--- src/rtl/wiper_cmd_pkg.sv ---
package wiper_cmd_pkg;
  typedef enum logic [2:0] {
    OP_NONE       = 3'd0,
    OP_SET_WIPER  = 3'd1,
    OP_SET_DREG   = 3'd2,
    OP_DREG2WIPER = 3'd3,
    OP_WIPER2DREG = 3'd4,
    OP_ALL_D2W    = 3'd5,
    OP_ALL_W2D    = 3'd6
  } op_e;

  typedef enum logic [2:0] {
    FR_ID, FR_INSTR, FR_WDATA, FR_RDATA, FR_STEP, FR_SKIP
  } frame_e;

  localparam logic [3:0] OPC_RD_WIPER = 4'b1001;
  localparam logic [3:0] OPC_WR_WIPER = 4'b1010;
  localparam logic [3:0] OPC_RD_DREG  = 4'b1011;
  localparam logic [3:0] OPC_WR_DREG  = 4'b1100;
  localparam logic [3:0] OPC_D2W      = 4'b1101;
  localparam logic [3:0] OPC_W2D      = 4'b1110;
  localparam logic [3:0] OPC_ALL_D2W  = 4'b0001;
  localparam logic [3:0] OPC_ALL_W2D  = 4'b1000;
  localparam logic [3:0] OPC_STEP     = 4'b0010;
  localparam logic [7:0] INSTR_STATUS = 8'b0101_0001;
endpackage

--- src/rtl/wcd_sync.sv ---
module wcd_sync #(
  parameter int              WIDTH   = 4,
  parameter int              STAGES  = 2,
  parameter logic [WIDTH-1:0] RST_VAL = '0
) (
  input  logic             clk,
  input  logic             rst_n,
  input  logic [WIDTH-1:0] d,
  output logic [WIDTH-1:0] q
);
  logic [WIDTH-1:0] stg_q [STAGES];

  always_ff @(posedge clk or negedge rst_n) begin
    if (!rst_n) stg_q[0] <= RST_VAL;
    else        stg_q[0] <= d;
  end

  for (genvar s = 1; s < STAGES; s++) begin : g_stage
    always_ff @(posedge clk or negedge rst_n) begin
      if (!rst_n) stg_q[s] <= RST_VAL;
      else        stg_q[s] <= stg_q[s-1];
    end
  end

  assign q = stg_q[STAGES-1];
endmodule

--- src/rtl/wcd_frame.sv ---
module wcd_frame
  import wiper_cmd_pkg::*;
#(
  parameter int         DW       = 6,
  parameter logic [3:0] DEV_TYPE = 4'b0101
) (
  input  logic          clk,
  input  logic          rst_n,
  input  logic          sck_s,
  input  logic          cs_n_s,
  input  logic          si_s,
  input  logic          hold_n_s,
  input  logic [1:0]    addr_i,
  output logic          frame_on,
  output logic          hold_act,
  output logic          armed,
  output logic          tx_load,
  output logic          tx_shift,
  output logic          tx_clr,
  output logic          cmd_stb,
  output logic [2:0]    cmd,
  output logic [1:0]    chan,
  output logic [1:0]    rsel,
  output logic [DW-1:0] data,
  output logic          step_stb,
  output logic          step_up,
  output logic          rd_req,
  output logic          rd_dreg,
  output logic          rd_status
);
  frame_e      st_q, st_d;
  logic [2:0]  cnt_q, cnt_d;
  logic [6:0]  sh_q, sh_d;
  logic        sck_q, hold_q, armed_q;
  op_e         op_q, op_d;
  logic [1:0]  chan_q, chan_d, rsel_q, rsel_d;
  logic [DW-1:0] data_q, data_d;
  logic        cmd_stb_q, cmd_stb_d, step_stb_q, step_stb_d, step_up_q, step_up_d;
  logic        rd_req_q, rd_req_d, rd_dreg_q, rd_dreg_d, rd_st_q, rd_st_d;

  logic       go, rise, fall, last;
  logic [7:0] byte_now;
  logic [3:0] opc;
  logic [1:0] rs, ps;

  assign frame_on = armed_q & ~cs_n_s;
  assign go       = frame_on & ~hold_q;
  assign rise     = go & sck_s & ~sck_q;
  assign fall     = go & ~sck_s & sck_q;
  assign last     = (cnt_q == 3'd7);
  assign byte_now = {sh_q, si_s};
  assign opc      = byte_now[7:4];
  assign rs       = byte_now[3:2];
  assign ps       = byte_now[1:0];

  always_comb begin
    st_d = st_q; cnt_d = cnt_q; sh_d = sh_q; op_d = op_q;
    chan_d = chan_q; rsel_d = rsel_q; data_d = data_q;
    rd_dreg_d = rd_dreg_q; rd_st_d = rd_st_q; step_up_d = step_up_q;
    cmd_stb_d = 1'b0; step_stb_d = 1'b0; rd_req_d = 1'b0;
    if (!frame_on) begin
      st_d = FR_ID; cnt_d = 3'd0; op_d = OP_NONE; rd_st_d = 1'b0;
    end else if (rise) begin
      cnt_d = cnt_q + 3'd1;
      sh_d  = byte_now[6:0];
      case (st_q)
        FR_ID: if (last)
          st_d = (byte_now == {DEV_TYPE, 2'b00, addr_i}) ? FR_INSTR : FR_SKIP;
        FR_INSTR: if (last) begin
          chan_d = ps; rsel_d = rs; st_d = FR_SKIP; op_d = OP_NONE;
          if (byte_now == INSTR_STATUS) begin
            rd_st_d = 1'b1; st_d = FR_RDATA;
          end else begin
            case (opc)
              OPC_RD_WIPER: if (rs == 2'b00) begin
                rd_req_d = 1'b1; rd_dreg_d = 1'b0; st_d = FR_RDATA;
              end
              OPC_RD_DREG: begin
                rd_req_d = 1'b1; rd_dreg_d = 1'b1; st_d = FR_RDATA;
              end
              OPC_WR_WIPER: if (rs == 2'b00) begin
                op_d = OP_SET_WIPER; st_d = FR_WDATA;
              end
              OPC_WR_DREG: begin op_d = OP_SET_DREG; st_d = FR_WDATA; end
              OPC_D2W: begin op_d = OP_DREG2WIPER; cmd_stb_d = 1'b1; end
              OPC_W2D: begin op_d = OP_WIPER2DREG; cmd_stb_d = 1'b1; end
              OPC_ALL_D2W: if (ps == 2'b00) begin
                op_d = OP_ALL_D2W; cmd_stb_d = 1'b1;
              end
              OPC_ALL_W2D: if (ps == 2'b00) begin
                op_d = OP_ALL_W2D; cmd_stb_d = 1'b1;
              end
              OPC_STEP: st_d = FR_STEP;
              default: ;
            endcase
          end
        end
        FR_WDATA: if (last) begin
          cmd_stb_d = 1'b1; data_d = byte_now[DW-1:0]; st_d = FR_SKIP;
        end
        FR_RDATA: if (last) st_d = FR_SKIP;
        FR_STEP: begin step_stb_d = 1'b1; step_up_d = si_s; end
        default: ;
      endcase
    end
  end

  always_ff @(posedge clk or negedge rst_n) begin
    if (!rst_n) begin
      sck_q <= 1'b0; hold_q <= 1'b0; armed_q <= 1'b0;
      st_q <= FR_ID; cnt_q <= 3'd0; sh_q <= '0; op_q <= OP_NONE;
      chan_q <= '0; rsel_q <= '0; data_q <= '0;
      cmd_stb_q <= 1'b0; step_stb_q <= 1'b0; step_up_q <= 1'b0;
      rd_req_q <= 1'b0; rd_dreg_q <= 1'b0; rd_st_q <= 1'b0;
    end else begin
      sck_q <= sck_s;
      if (cs_n_s) armed_q <= 1'b1;
      if (cs_n_s)      hold_q <= 1'b0;
      else if (!sck_s) hold_q <= ~hold_n_s;
      st_q <= st_d; cnt_q <= cnt_d; sh_q <= sh_d; op_q <= op_d;
      chan_q <= chan_d; rsel_q <= rsel_d; data_q <= data_d;
      cmd_stb_q <= cmd_stb_d; step_stb_q <= step_stb_d; step_up_q <= step_up_d;
      rd_req_q <= rd_req_d; rd_dreg_q <= rd_dreg_d; rd_st_q <= rd_st_d;
    end
  end

  assign hold_act  = hold_q;
  assign armed     = armed_q;
  assign tx_load   = fall & (st_q == FR_RDATA) & (cnt_q == 3'd0);
  assign tx_shift  = fall & (st_q == FR_RDATA) & (cnt_q != 3'd0);
  assign tx_clr    = (st_q != FR_RDATA);
  assign cmd_stb   = cmd_stb_q;
  assign cmd       = op_q;
  assign chan      = chan_q;
  assign rsel      = rsel_q;
  assign data      = data_q;
  assign step_stb  = step_stb_q;
  assign step_up   = step_up_q;
  assign rd_req    = rd_req_q;
  assign rd_dreg   = rd_dreg_q;
  assign rd_status = rd_st_q;
endmodule

--- src/rtl/wcd_tx.sv ---
module wcd_tx #(
  parameter int W = 8
) (
  input  logic         clk,
  input  logic         rst_n,
  input  logic         load,
  input  logic         shift,
  input  logic         clr,
  input  logic [W-1:0] value,
  output logic         so,
  output logic         live
);
  logic [W-1:0] sh_q;
  logic         live_q;

  always_ff @(posedge clk or negedge rst_n) begin
    if (!rst_n) begin
      sh_q   <= '0;
      live_q <= 1'b0;
    end else begin
      if (load)       sh_q <= value;
      else if (shift) sh_q <= {sh_q[W-2:0], 1'b0};
      if (clr)        live_q <= 1'b0;
      else if (load)  live_q <= 1'b1;
    end
  end

  assign so   = sh_q[W-1];
  assign live = live_q;
endmodule

--- src/rtl/spi_wiper_cmd.sv ---
module spi_wiper_cmd #(
  parameter int         SYNC_STAGES = 2,
  parameter int         DW          = 6,
  parameter logic [3:0] DEV_TYPE    = 4'b0101
) (
  input  logic          clk,
  input  logic          rst_n,
  input  logic          sck_i,
  input  logic          cs_n_i,
  input  logic          si_i,
  input  logic          hold_n_i,
  input  logic [1:0]    addr_i,
  output logic          so_o,
  output logic          so_oe_o,
  output logic          cmd_stb_o,
  output logic [2:0]    cmd_o,
  output logic [1:0]    chan_o,
  output logic [1:0]    reg_o,
  output logic [DW-1:0] data_o,
  output logic          step_stb_o,
  output logic          step_up_o,
  output logic          rd_req_o,
  output logic          rd_dreg_o,
  input  logic [DW-1:0] rd_data_i,
  input  logic          busy_i
);
  localparam int BYTE_W = 8;
  localparam int PAD_W  = BYTE_W - DW;

  logic [3:0] pins_s;
  logic frame_on, hold_act, armed, tx_load, tx_shift, tx_clr, rd_status, tx_live;
  logic [BYTE_W-1:0] tx_value;

  wcd_sync #(.WIDTH(4), .STAGES(SYNC_STAGES), .RST_VAL(4'b1000)) u_sync (
    .clk(clk), .rst_n(rst_n),
    .d({hold_n_i, si_i, cs_n_i, sck_i}), .q(pins_s)
  );

  wcd_frame #(.DW(DW), .DEV_TYPE(DEV_TYPE)) u_frame (
    .clk(clk), .rst_n(rst_n),
    .sck_s(pins_s[0]), .cs_n_s(pins_s[1]), .si_s(pins_s[2]), .hold_n_s(pins_s[3]),
    .addr_i(addr_i), .frame_on(frame_on), .hold_act(hold_act), .armed(armed),
    .tx_load(tx_load), .tx_shift(tx_shift), .tx_clr(tx_clr),
    .cmd_stb(cmd_stb_o), .cmd(cmd_o), .chan(chan_o), .rsel(reg_o), .data(data_o),
    .step_stb(step_stb_o), .step_up(step_up_o),
    .rd_req(rd_req_o), .rd_dreg(rd_dreg_o), .rd_status(rd_status)
  );

  assign tx_value = rd_status ? {{(BYTE_W-1){1'b0}}, busy_i} : {{PAD_W{1'b0}}, rd_data_i};

  wcd_tx #(.W(BYTE_W)) u_tx (
    .clk(clk), .rst_n(rst_n), .load(tx_load), .shift(tx_shift), .clr(tx_clr),
    .value(tx_value), .so(so_o), .live(tx_live)
  );

  assign so_oe_o = tx_live & ~hold_act & frame_on;
endmodule

--- config.mk ---
export PLATFORM = sky130hd
export DESIGN_NAME = spi_wiper_cmd
export DESIGN_NICKNAME = d
export VERILOG_FILES = /design/src/rtl/wiper_cmd_pkg.sv /design/src/rtl/wcd_sync.sv /design/src/rtl/wcd_frame.sv /design/src/rtl/wcd_tx.sv /design/src/rtl/spi_wiper_cmd.sv
export SDC_FILE = /design/constraint.sdc
export NUM_CORES = 1
export LEC_CHECK = 0
export BUFFER_PORTS_ARGS = -buffer_cell sky130_fd_sc_hd__buf_2
export CORE_MARGIN = 10
export CORE_UTILIZATION = 45
export DETAILED_ROUTE_END_ITERATION = 6
export GPL_ROUTABILITY_DRIVEN = 0
export PLACE_DENSITY = 0.65
export SLEW_MARGIN = 20
export SYNTH_ARGS = -nofsm -noshare
export SYNTH_HDL_FRONTEND = slang
export SYNTH_SLANG_ARGS = --single-unit
--- constraint.sdc ---
create_clock -name clk -period 2.1 [get_ports clk]
set_clock_uncertainty 0.2 [all_clocks]
set_input_delay 0.105 -clock clk [delete_from_list [all_inputs] [get_ports clk]]
set_output_delay 0.105 -clock clk [all_outputs]
set_load 0.02 [all_outputs]
==> out/summary.txt <==
Outcome - finished, final reports clean
GRT Residual Overflow - 0
Origin of the worst min-delay path - rd_data_i[1]
Synth Area in Simple Gates - 0.214
Slowest stage cell, crit path - dfrtp_1
Final setup vio count - 0
Area fraction in compound gates after synthesis - 0.111
Syn Inst Count - 221
Port Buf Inserts - 34
Worst-Skew Late Latency - 300 ps
Nature of the critical path startpoint - flip-flop
Top Ports - 35
Inserted Diodes - 0
Pwr Total - 2030 uW
Int Pwr - 1430 uW
Worst slew pin tran - 481 ps
Fin. Hold Viols - 0
Fin. max-slew vios - 0
Max-capacitance violation count - 0
Cts bufs inserted - 5
Lkg Pwr - 0.00136 uW
Most frequent cells in the layout - dfrtp_1, buf_2, nand2_1
Worst Path Class, Setup - reg -> reg
Via Count - 1742
Number of enable flip-flop cells after synthesis - 0
Largest net degree at the start of global routing - 20
Final Cycle Share - 0.925
First-pass GRT wire length - 8.47 mm
Switching part of the total - 0.297
Clk pwr share - 0.290
Async set-reset flop share out of synthesis - 1.00
Reg2Reg Depth - 5
Die height - 92.7 um
Net count after synthesis - 239
Main flop type after synthesis - dfrtp_1
TNS Setup - 0 ps
Slew HR - 0.680
Post-synthesis adder-cell area fraction - 0.0158
Clk sinks - 52
Final WL - 4.93 mm
Fmax - 515 MHz
Die width - 92.7 um
Reg power frac - 0.559
CP required - 2090 ps
Most common cell after layout, fill and taps aside - dfrtp_1
Critical path, cell by cell - nor3b_2 > and3_2 > nor3b_4 > buf_4 > mux2_2
Sequential element share of the synthesized area - 0.548
WHS Endpoint - u_tx.sh_q[1]
DR pass1 iterations - 4
Yosys reg bits - 52
Logic pwr share - 0.152
1st-iter DRT viols - 72
Critical Path AT - 1940 ps
Worst hold stages - 4
Clock transition at the registers of the reported paths - 100 ps
Die ar. - 8590 um2
Root buffer cell - clkbuf_8
Cell Area, Synth - 2380 um2
Xor and xnor area share after synthesis - 0.0111
Total GRT Usage - 0.120
CTS H-Tree Depth - 2
RSZ-0062 raised after global routing - false
Row cnt - 26
Mapped Avg Cell Area - 10.8 um2
Net switching power - 604 uW
Peak supply drop - 395 uV
Largest family of logic cells by synthesized area - simple AND/OR/NAND/NOR gates
Share of cells above drive strength 1 - 0.289
Reg2reg start - u_frame.sck_q
Final-stage net count - 287
Via density - 5.12
PD cells - 713 nW/um2
CP Capture Type - flip-flop
Antenna violations before repair - 0
Core area - 5110 um2
Worst R2R End - u_frame.data[4]
Multiplexer share of the synthesized area - 0.0653
FF-to-FF setup slack - 160 ps
Fin crit period - 1940 ps
TritonCTS clock tree - done
Min-Delay Path Class - in -> reg
DR WL/cell - 14.5 um
Buffer depth of the longest clock path - 2
Synth Warn # - 0
Post-DP HPWL - 3.53 mm
Post-DRT Antenna Nets - 0
Number of global-route vias before repair - 1747
Critical path peak fanout - 6
Max incr delay on CP - 420 ps
Initial Utilization - 0.465
Drt drc - 0
Synth cell types - 48
P&R area growth vs syn - 19.9%
how the worst max path moves through the flow:
stage	slack, ps	from	cells past startpoint	endpoint
finish	160	u_frame.sck_q	5	u_frame.data[4]
global route	60	u_frame.sck_q	5	u_frame.data[4]
CTS	80	u_frame.sck_q	4	u_frame.data[4]
detailed placement	100	u_frame.sck_q	4	u_frame.data[4]
global placement	150	u_frame.sck_q	4	u_frame.data[2]
floorplan	260	u_sync.q[1]	4	u_frame.data[0]
registers in the layout (all words and copies together), names as in the netlist:
register           cells
u_frame.step_up        1
u_frame.sck_q          1
u_frame.hold_act       1
u_frame.st_q           3
u_frame.step_stb       1
u_sync.stg_q           4
u_frame.cnt_q          3
u_frame.sh_q           7
u_frame.rd_status      1
u_frame.chan           2
u_frame.armed          1
u_frame.rd_dreg        1
u_frame.rd_req         1
u_tx.live              1
u_tx.sh_q              8
u_frame.cmd_stb        1
u_frame.data           6
u_sync.q               4
u_frame.rsel           2
u_frame.cmd            3
area by class of cell:
cell class | count | area, um2
clock buffer | 5 | 68.8
clock inverter | 3 | 26.3
fill | 454 | 2260
inverter | 7 | 26.3
multi-input combinational | 149 | 1000
sequential | 52 | 1300
tap | 70 | 87.6
timing repair buffer | 54 | 338
metrics by stage:
step                instances  instance area (um2)  hold slack, ps  setup slack [ps]  utilization
finish                    340                 2850            33.6               157        0.558
global route              340                 2850            57.1              57.8        0.558
CTS                       339                 2830            25.7              83.5        0.555
detailed placement        324                 2670            -131              98.1        0.523
global placement          324                 2670            -144               151        0.523
floorplan                 221                 2380            -391               257            -
cell families after synthesis:
| group | count (synthesis) |
|---|---|
| compound gates | 42 |
| simple gates | 87 |
| fa+ha+maj | 3 |
| mux | 14 |
| buf+inv | 20 |
| xor+xnor | 3 |
| flops | 52 |
critical path: cells and delay by family, from the launching register on:
family	cells	cell delay, ps
buf+inv	1	180
flops	1	420
mux	1	340
simple gates	3	680
synth_stat cells (4+ instances only):
library cell / n / area (um2)
nand2b_1: 5 / 31.3
dfrtp_1: 50 / 1250
clkbuf_1: 9 / 33.8
a21oi_1: 16 / 80.1
inv_1: 7 / 26.3
mux2_2: 12 / 135
a22o_1: 4 / 35.0
nor2_1: 14 / 52.6
o21ai_0: 8 / 40.0
nor3b_1: 9 / 67.6
nand3_1: 4 / 20.0
nand2_1: 28 / 105
power by group through the flow:
stage          clock network [uW]  registers (uW)  logic, uW
6_report                      588            1130        308
2_1_floorplan                   0            1090        245
4_1_cts                       607            1130        306
3_5_place_dp                    0            1150        294
5_1_grt                       644            1150        356
3_3_place_gp                    0            1150        293
what timing repair did:
| item | CTS | global route |
|---|---|---|
| resized for setup | 0 | 1 |
| setup endpoints to repair | 0 | 6 |
| hold endpoints to repair | 55 | 0 |
| hold buffers | 7 | 0 |
| buffers inserted | 0 | 1 |
metal layers:
metal | GRT usage | vias to the layer above | wire (um)
met5 | 0 | - | 0
met4 | 0.0347 | 0 | 61
met3 | 0.0379 | 5 | 298
met2 | 0.179 | 43 | 2180
met1 | 0.163 | 827 | 2390
li1 | - | 867 | -
(Power assumes the default switching activity.)
